File: config.mk
export PLATFORM = sky130hd
export DESIGN_NAME = obwin_xlate
export DESIGN_NICKNAME = d
export VERILOG_FILES = /design/src/rtl/obwin_pkg.sv /design/src/rtl/obwin_regs.sv /design/src/rtl/obwin_cmp.sv /design/src/rtl/obwin_pick.sv /design/src/rtl/obwin_xlate.sv
export SDC_FILE = /design/constraint.sdc
export NUM_CORES = 2
export LEC_CHECK = 0
export BUFFER_PORTS_ARGS = -buffer_cell sky130_fd_sc_hd__buf_2
export CELL_PAD_IN_SITES_DETAIL_PLACEMENT = 1
export CELL_PAD_IN_SITES_GLOBAL_PLACEMENT = 1
export CORE_MARGIN = 2
export CORE_UTILIZATION = 40
export DETAILED_ROUTE_END_ITERATION = 8
export GPL_TIMING_DRIVEN = 0
export HOLD_SLACK_MARGIN = 0.12
export MAX_ROUTING_LAYER = met4
export PLACE_DENSITY = 0.72
export RECOVER_POWER = 25
export SLEW_MARGIN = 20
export SYNTH_ARGS = -nofsm -noshare
export SYNTH_HDL_FRONTEND = slang
export SYNTH_SLANG_ARGS = --single-unit
File: constraint.sdc
create_clock -name clk -period 5.5 [get_ports clk]
set_clock_uncertainty 0.2 [all_clocks]
set_input_delay 1.1 -clock clk [delete_from_list [all_inputs] [get_ports clk]]
set_output_delay 1.1 -clock clk [all_outputs]
set_load 0.01 [all_outputs]
File: src/rtl/obwin_pkg.sv
package obwin_pkg;

  localparam int unsigned ADDR_W    = 64;
  localparam int unsigned WORD_W    = 32;
  localparam int unsigned CFG_AW    = 16;
  localparam int unsigned GRAN_BITS = 16;
  localparam int unsigned BLK_BITS  = 5;

  // Word offsets inside one window block (software decodes these).
  localparam logic [BLK_BITS-1:0] OFF_MATCH_LO = 5'h00;
  localparam logic [BLK_BITS-1:0] OFF_MATCH_HI = 5'h04;
  localparam logic [BLK_BITS-1:0] OFF_REMAP_LO = 5'h08;
  localparam logic [BLK_BITS-1:0] OFF_REMAP_HI = 5'h0C;
  localparam logic [BLK_BITS-1:0] OFF_MASK_LO  = 5'h10;
  localparam logic [BLK_BITS-1:0] OFF_MASK_HI  = 5'h14;
  localparam logic [BLK_BITS-1:0] OFF_ACTION   = 5'h18;
  localparam logic [BLK_BITS-1:0] OFF_DEFAULT  = 5'h1C;

  // Mask bits that may take part in a compare: the low granule never does.
  localparam logic [ADDR_W-1:0] KEEP_MASK =
    {{(ADDR_W-GRAN_BITS){1'b1}}, {GRAN_BITS{1'b0}}};

  typedef enum logic [3:0] {
    KIND_MEM  = 4'h0,
    KIND_IO   = 4'h4,
    KIND_CFG0 = 4'h8,
    KIND_CFG1 = 4'h9,
    KIND_MSG  = 4'hC
  } kind_e;

  typedef struct packed {
    logic [ADDR_W-1:0] match;
    logic [ADDR_W-1:0] remap;
    logic [ADDR_W-1:0] mask;
    logic [WORD_W-1:0] action;
  } win_cfg_t;

  function automatic logic kind_known(input logic [3:0] k);
    case (k)
      KIND_MEM, KIND_IO, KIND_CFG0, KIND_CFG1, KIND_MSG: return 1'b1;
      default: return 1'b0;
    endcase
  endfunction

endpackage

File: src/rtl/obwin_regs.sv
module obwin_regs
  import obwin_pkg::*;
#(
  parameter int unsigned       NWIN = 8,
  parameter logic [CFG_AW-1:0] BASE = 16'h4C00
) (
  input  logic              clk,
  input  logic              rst_n,
  input  logic              cfg_we,
  input  logic [CFG_AW-1:0] cfg_addr,
  input  logic [WORD_W-1:0] cfg_wdata,
  output win_cfg_t          wcfg [NWIN],
  output logic [WORD_W-1:0] dflt_action,
  output logic [WORD_W-1:0] cfg_rdata
);

  localparam int unsigned IDX_W = (NWIN > 1) ? $clog2(NWIN) : 1;
  localparam int unsigned SPAN  = NWIN << BLK_BITS;

  logic [CFG_AW-1:0]   rel;
  logic                in_span;
  logic [IDX_W-1:0]    idx;
  logic [BLK_BITS-1:0] off;
  logic                dflt_sel;
  logic [WORD_W-1:0]   dflt_q;

  assign rel      = cfg_addr - BASE;
  assign in_span  = (cfg_addr >= BASE) && (32'(rel) < SPAN);
  assign idx      = rel[BLK_BITS +: IDX_W];
  assign off      = rel[BLK_BITS-1:0];
  assign dflt_sel = in_span && (idx == IDX_W'(NWIN-1)) && (off == OFF_DEFAULT);

  for (genvar g = 0; g < NWIN; g++) begin : g_win
    logic              sel;
    logic [ADDR_W-1:0] m_q, r_q, k_q;
    logic [WORD_W-1:0] a_q;

    assign sel = cfg_we && in_span && (idx == IDX_W'(g));

    always_ff @(posedge clk or negedge rst_n) begin
      if (!rst_n) begin
        m_q <= '0;
        r_q <= '0;
        k_q <= '0;
        a_q <= '0;
      end else if (sel) begin
        case (off)
          OFF_MATCH_LO: m_q[WORD_W-1:0]      <= cfg_wdata;
          OFF_MATCH_HI: m_q[ADDR_W-1:WORD_W] <= cfg_wdata;
          OFF_REMAP_LO: r_q[WORD_W-1:0]      <= cfg_wdata;
          OFF_REMAP_HI: r_q[ADDR_W-1:WORD_W] <= cfg_wdata;
          OFF_MASK_LO:  k_q[WORD_W-1:0]      <= cfg_wdata;
          OFF_MASK_HI:  k_q[ADDR_W-1:WORD_W] <= cfg_wdata;
          OFF_ACTION:   a_q                  <= cfg_wdata;
          default: ;
        endcase
      end
    end

    assign wcfg[g] = '{match: m_q, remap: r_q, mask: k_q, action: a_q};

    AST_WIN_DISABLE_WRITE: assert property (@(posedge clk) disable iff (!rst_n)
      sel && (off == OFF_MATCH_LO) && !cfg_wdata[0] |=> !wcfg[g].match[0]);
  end

  always_ff @(posedge clk or negedge rst_n) begin
    if (!rst_n)                dflt_q <= '0;
    else if (cfg_we && dflt_sel) dflt_q <= cfg_wdata;
  end

  assign dflt_action = dflt_q;

  always_comb begin
    cfg_rdata = '0;
    if (dflt_sel) begin
      cfg_rdata = dflt_q;
    end else if (in_span) begin
      case (off)
        OFF_MATCH_LO: cfg_rdata = wcfg[idx].match[WORD_W-1:0];
        OFF_MATCH_HI: cfg_rdata = wcfg[idx].match[ADDR_W-1:WORD_W];
        OFF_REMAP_LO: cfg_rdata = wcfg[idx].remap[WORD_W-1:0];
        OFF_REMAP_HI: cfg_rdata = wcfg[idx].remap[ADDR_W-1:WORD_W];
        OFF_MASK_LO:  cfg_rdata = wcfg[idx].mask[WORD_W-1:0];
        OFF_MASK_HI:  cfg_rdata = wcfg[idx].mask[ADDR_W-1:WORD_W];
        OFF_ACTION:   cfg_rdata = wcfg[idx].action;
        default:      cfg_rdata = '0;
      endcase
    end
  end

  AST_DFLT_WRITE: assert property (@(posedge clk) disable iff (!rst_n)
    cfg_we && dflt_sel |=> dflt_action == $past(cfg_wdata));

endmodule

File: src/rtl/obwin_cmp.sv
module obwin_cmp
  import obwin_pkg::*;
(
  input  logic [ADDR_W-1:0] match,
  input  logic [ADDR_W-1:0] remap,
  input  logic [ADDR_W-1:0] mask,
  input  logic [ADDR_W-1:0] addr,
  output logic              hit,
  output logic [ADDR_W-1:0] xaddr
);

  logic [ADDR_W-1:0] eff_mask;

  assign eff_mask = mask & KEEP_MASK;
  assign hit      = match[0] && (((addr ^ match) & eff_mask) == '0);
  assign xaddr    = (remap & eff_mask) | (addr & ~eff_mask);

endmodule

File: src/rtl/obwin_pick.sv
module obwin_pick
  import obwin_pkg::*;
#(
  parameter int unsigned NWIN  = 8,
  parameter int unsigned IDX_W = 3
) (
  input  logic [NWIN-1:0]   hit,
  input  logic [ADDR_W-1:0] xaddr  [NWIN],
  input  logic [WORD_W-1:0] action [NWIN],
  input  logic [WORD_W-1:0] dflt_action,
  input  logic [ADDR_W-1:0] addr,
  output logic              any,
  output logic [IDX_W-1:0]  win,
  output logic [ADDR_W-1:0] paddr,
  output logic [WORD_W-1:0] pact,
  output logic [NWIN-1:0]   grant
);

  // Scan from the top down so the lowest hitting index is written last.
  always_comb begin
    any   = 1'b0;
    win   = '0;
    paddr = addr;
    pact  = dflt_action;
    grant = '0;
    for (int i = NWIN - 1; i >= 0; i--) begin
      if (hit[i]) begin
        any      = 1'b1;
        win      = IDX_W'(i);
        paddr    = xaddr[i];
        pact     = action[i];
        grant    = '0;
        grant[i] = 1'b1;
      end
    end
  end

endmodule

File: src/rtl/obwin_xlate.sv
module obwin_xlate
  import obwin_pkg::*;
#(
  parameter int unsigned       NWIN     = 8,
  parameter logic [CFG_AW-1:0] CFG_BASE = 16'h4C00,
  localparam int unsigned      WIN_W    = (NWIN > 1) ? $clog2(NWIN) : 1
) (
  input  logic              clk,
  input  logic              rst_n,
  input  logic              in_valid,
  output logic              in_ready,
  input  logic [ADDR_W-1:0] in_addr,
  output logic              out_valid,
  input  logic              out_ready,
  output logic [ADDR_W-1:0] out_addr,
  output logic [WORD_W-1:0] out_action,
  output logic              out_hit,
  output logic [WIN_W-1:0]  out_win,
  output logic              out_kind_err,
  input  logic              cfg_we,
  input  logic [CFG_AW-1:0] cfg_addr,
  input  logic [WORD_W-1:0] cfg_wdata,
  output logic [WORD_W-1:0] cfg_rdata
);

  win_cfg_t          wcfg     [NWIN];
  logic [ADDR_W-1:0] xaddr    [NWIN];
  logic [WORD_W-1:0] act_arr  [NWIN];
  logic [NWIN-1:0]   hit_vec;
  logic [NWIN-1:0]   grant;
  logic [WORD_W-1:0] dflt_action;
  logic              any;
  logic [WIN_W-1:0]  pwin;
  logic [ADDR_W-1:0] paddr;
  logic [WORD_W-1:0] pact;
  logic              fire;

  obwin_regs #(.NWIN(NWIN), .BASE(CFG_BASE)) u_regs (
    .clk         (clk),
    .rst_n       (rst_n),
    .cfg_we      (cfg_we),
    .cfg_addr    (cfg_addr),
    .cfg_wdata   (cfg_wdata),
    .wcfg        (wcfg),
    .dflt_action (dflt_action),
    .cfg_rdata   (cfg_rdata)
  );

  for (genvar g = 0; g < NWIN; g++) begin : g_cmp
    obwin_cmp u_cmp (
      .match (wcfg[g].match),
      .remap (wcfg[g].remap),
      .mask  (wcfg[g].mask),
      .addr  (in_addr),
      .hit   (hit_vec[g]),
      .xaddr (xaddr[g])
    );
    assign act_arr[g] = wcfg[g].action;
  end

  obwin_pick #(.NWIN(NWIN), .IDX_W(WIN_W)) u_pick (
    .hit         (hit_vec),
    .xaddr       (xaddr),
    .action      (act_arr),
    .dflt_action (dflt_action),
    .addr        (in_addr),
    .any         (any),
    .win         (pwin),
    .paddr       (paddr),
    .pact        (pact),
    .grant       (grant)
  );

  assign in_ready = !out_valid || out_ready;
  assign fire     = in_valid && in_ready;

  always_ff @(posedge clk or negedge rst_n) begin
    if (!rst_n) begin
      out_valid    <= 1'b0;
      out_addr     <= '0;
      out_action   <= '0;
      out_hit      <= 1'b0;
      out_win      <= '0;
      out_kind_err <= 1'b0;
    end else if (fire) begin
      out_valid    <= 1'b1;
      out_addr     <= paddr;
      out_action   <= pact;
      out_hit      <= any;
      out_win      <= pwin;
      out_kind_err <= !kind_known(pact[3:0]);
    end else if (out_ready) begin
      out_valid    <= 1'b0;
    end
  end

  AST_ACCEPT_TO_OUT: assert property (@(posedge clk) disable iff (!rst_n)
    fire |=> out_valid);

  AST_HOLD_ON_STALL: assert property (@(posedge clk) disable iff (!rst_n)
    out_valid && !out_ready |=> out_valid && $stable(out_addr) && $stable(out_action)
      && $stable(out_win));

  AST_LOW_BITS_KEPT: assert property (@(posedge clk) disable iff (!rst_n)
    fire |=> out_addr[GRAN_BITS-1:0] == $past(in_addr[GRAN_BITS-1:0]));

  AST_MISS_PASSTHRU: assert property (@(posedge clk) disable iff (!rst_n)
    fire && (hit_vec == '0) |=> !out_hit && (out_addr == $past(in_addr)));

  AST_ONE_WINNER: assert property (@(posedge clk) disable iff (!rst_n)
    $onehot0(grant));

endmodule

==> out/qor.txt <==
Total track usage: 61.8%
Area post-placement: 112000 µm²
Post-synth EDFFs: 0
Routability Congestion: 1.16
Initial Util: 40.1%
Final hold viol count: 0
Endpoints failing setup: 88
Root Buffer: clkbuf_16
Sink Count: 1926
Ys async rst share: 100%
CP startpoint kind: flop
Nets: 8475
CORE AREA: 253000 µm²
GRT overflow: 0
Worst-skew pair later-pin latency: 990 ps
Fillers: 25500
Total Routed Length: 784000 µm
Synth Warn #: 0
Drc violations: 0
Ys flop type: dfrtp_1
First-pass GRT wire length: 978000 µm
Clock transition at path regs: 60 ps
Power Density: 281 nW/µm²
FF+latch count, synth: 1926
DIE HEIGHT: 508 µm
Max-slew violations: 648
Layout cell share with drive strength beyond 1: 44.2%
Largest net degree at the start of global routing: 143
Fmax: 169 MHz
CP Class: flop to flop
WHS: 119 ps
I/O Buffers: 168
Row cnt: 185
Crit end category: flop
Clk buf depth: 3
Setup_tns: -9910 ps
Crit path required time: 6100 ps
P_leak: 57.1 nW
Worst Hold Class: input port to flop
Die X: 508 µm
Vias in the first global route: 86000
ANT nets after route: 0
Status: finished, violations left
Design area: 121000 µm²
Post-synthesis area per instance: 13.1 µm²
Cell Area, Synth: 102000 µm²
Layout area overhead: 19.3%
Failing checks: max-capacitance violations, max-slew violations, negative setup slack
Fin util: 47.8%
Final worst-path cycle share: 108%
Worst rel slew slack: -129%
CTS buffer count: 222
FF-to-FF setup slack: -430 ps
Pre-CTS setup slack: -2350 ps
Unique masters post-synth: 67
Mean routed wirelength per cell: 64.6 µm
DRT Pass-1 Iters: 7
Initial drt markers: 16000
Worst slew pin tran: 3440 ps
Post-synthesis sequential area ratio: 47.4%
VDD IR max: 372 µV
Vias per std cell: 7.46
Post-route minimum period: 5930 ps
Syn_nets: 7861
Arr. time, crit path: 6530 ps
I/O pins: 252
Htree depth: 4
PnR worst setup slack: -429 ps
Die area: 258000 µm²
Max Fanout on Critical Path: 10
CTS tree: yes
RSZ-0062 raised after global routing: yes
Max-cap violations: 7
Routed vias: 90600
Synthesized instance count: 7744
Initial antenna violation count: 190
DP HPWL: 602000 µm
==> synthesized netlist by cell type, types with 92 or more instances <==
cell	n	share of area, %
clkbuf_1	362	1.3
mux4_2	448	9.9
o22ai_1	92	0.57
mux2i_1	447	4.4
mux2_2	1900	21
dfrtp_1	1926	47
nor2_1	243	0.90
buf_1	116	0.43
o21ai_0	154	0.76
a22oi_1	197	1.5
nand3_1	121	0.60
nand2_1	273	1.0
a21oi_1	118	0.58
buf_2	281	1.4
xor2_1	384	3.3
==> metrics by stage <==
step	power (W)	cells
6_report	0.0340	12100
3_5_place_dp	0.0177	11500
4_1_cts	0.0336	11900
2_1_floorplan	0.0156	7744
3_3_place_gp	0.0175	11300
5_1_grt	0.0343	12100
==> final timing paths <==
| path | startpoint | endpoint | cells past startpoint |
|---|---|---|---|
| worst max-delay path | u_regs.g_win[5].m_q[52] | out_addr[56] | 10 |
| worst min-delay path | in_addr[10] | out_addr[10] | 3 |
| worst max register to register | u_regs.g_win[5].m_q[52] | out_addr[56] | 10 |
| worst min register to register | out_addr[3] | out_addr[3] | 2 |
| max in group asynchronous | rst_n | out_addr[61] | 7 |
| min in group asynchronous | rst_n | u_regs.g_win[5].m_q[11] | 2 |
==> registers in the layout, summed over array words and instances, names as in the netlist <==
signal,count
out_action,32
out_addr,64
out_hit,1
out_kind_err,1
out_valid,1
out_win,3
u_regs.dflt_action,32
u_regs.g_win.a_q,256
u_regs.g_win.k_q,512
u_regs.g_win.m_q,512
u_regs.g_win.r_q,512
==> what timing repair did <==
item / 4_1_cts / 5_1_grt
buffers inserted: 14 / 10
pin swaps: 11 / 7
hold endpoints to repair: 105 / 0
hold buffers: 2 / 0
setup endpoints to repair: 401 / 56
resized for setup: 245 / 65
==> where the power goes <==
group	switching [W]	leakage (nW)	internal [W]
Combinational	0.00265	26.6	0.000775
Sequential	0.000111	26.7	0.0143
Clock	0.00703	3.78	0.00922
Total	0.00979	57.1	0.0243
==> kinds of logic (layout without fill, tap and decap cells) <==
kind of cell	after synthesis	count (layout)	synth area share [%]
buf+inv	770	1569	3.23
compound gates	958	958	6.35
other cells	0	233	0
xor+xnor	384	384	3.31
simple gates	889	889	4.09
flops	1926	1926	47.4
mux	2817	2817	35.6
==> worst max-delay path: stages (launching register included) <==
cell and delay [ps]:
dfrtp_1 450, xor2_1 170, a22oi_1 960, nand4_1 270
nor4b_2 820, nand2_2 780, nand3_4 650, buf_2 660
nor2_1 200, o21ai_1 360, o311ai_1 150
==> layout make-up <==
cell class / count / area, µm² / area share (%)
Timing Repair Buffer: 395 / 5320 / 4.39
Antenna cell: 233 / 583 / 0.481
Clock buffer: 334 / 6550 / 5.40
Inverter: 3 / 11.3 / 0.00929
Clock inverter: 75 / 1200 / 0.993
Tap cell: 3366 / 4210 / 3.47
Multi-Input combinational cell: 5048 / 51100 / 42.1
Sequential cell: 1926 / 48200 / 39.7
Buffer: 762 / 4130 / 3.40
==> per-layer routing <==
layer  part of all wire (%)  wire, µm  vias to the layer above  GRT usage (%)
met2                     38    298000                     8984           77.1
met3                     16    122000                     3247           34.4
met4                     12     96300                        0           59.0
met1                     34    268000                    48000           67.6
met5                      0         0                        -              -
li1                       -         -                    30400              -
==> layout by cell type (no fill, tap or decap), drive strengths merged, types with 9 or more instances in the layout <==
cell,count
a21oi,118
a22oi,197
diode,233
a211oi,53
nor3b,13
nand3b,18
o21ai,198
a21o,29
bufinv,21
xor2,384
o311ai,23
dfrtp,1926
o211ai,63
o22a,20
nor2,244
nand4,51
nand3,121
mux2,1922
o21a,20
clkinv,45
a22o,9
nor2b,22
mux2i,447
nand2,274
clkbuf,751
and3,38
o22ai,92
a21boi,12
a31oi,33
buf,736
o41ai,25
a221oi,28
mux4,448
a31o,18
nor3,73
No activity file was read; power rests on OpenSTA's default activity.
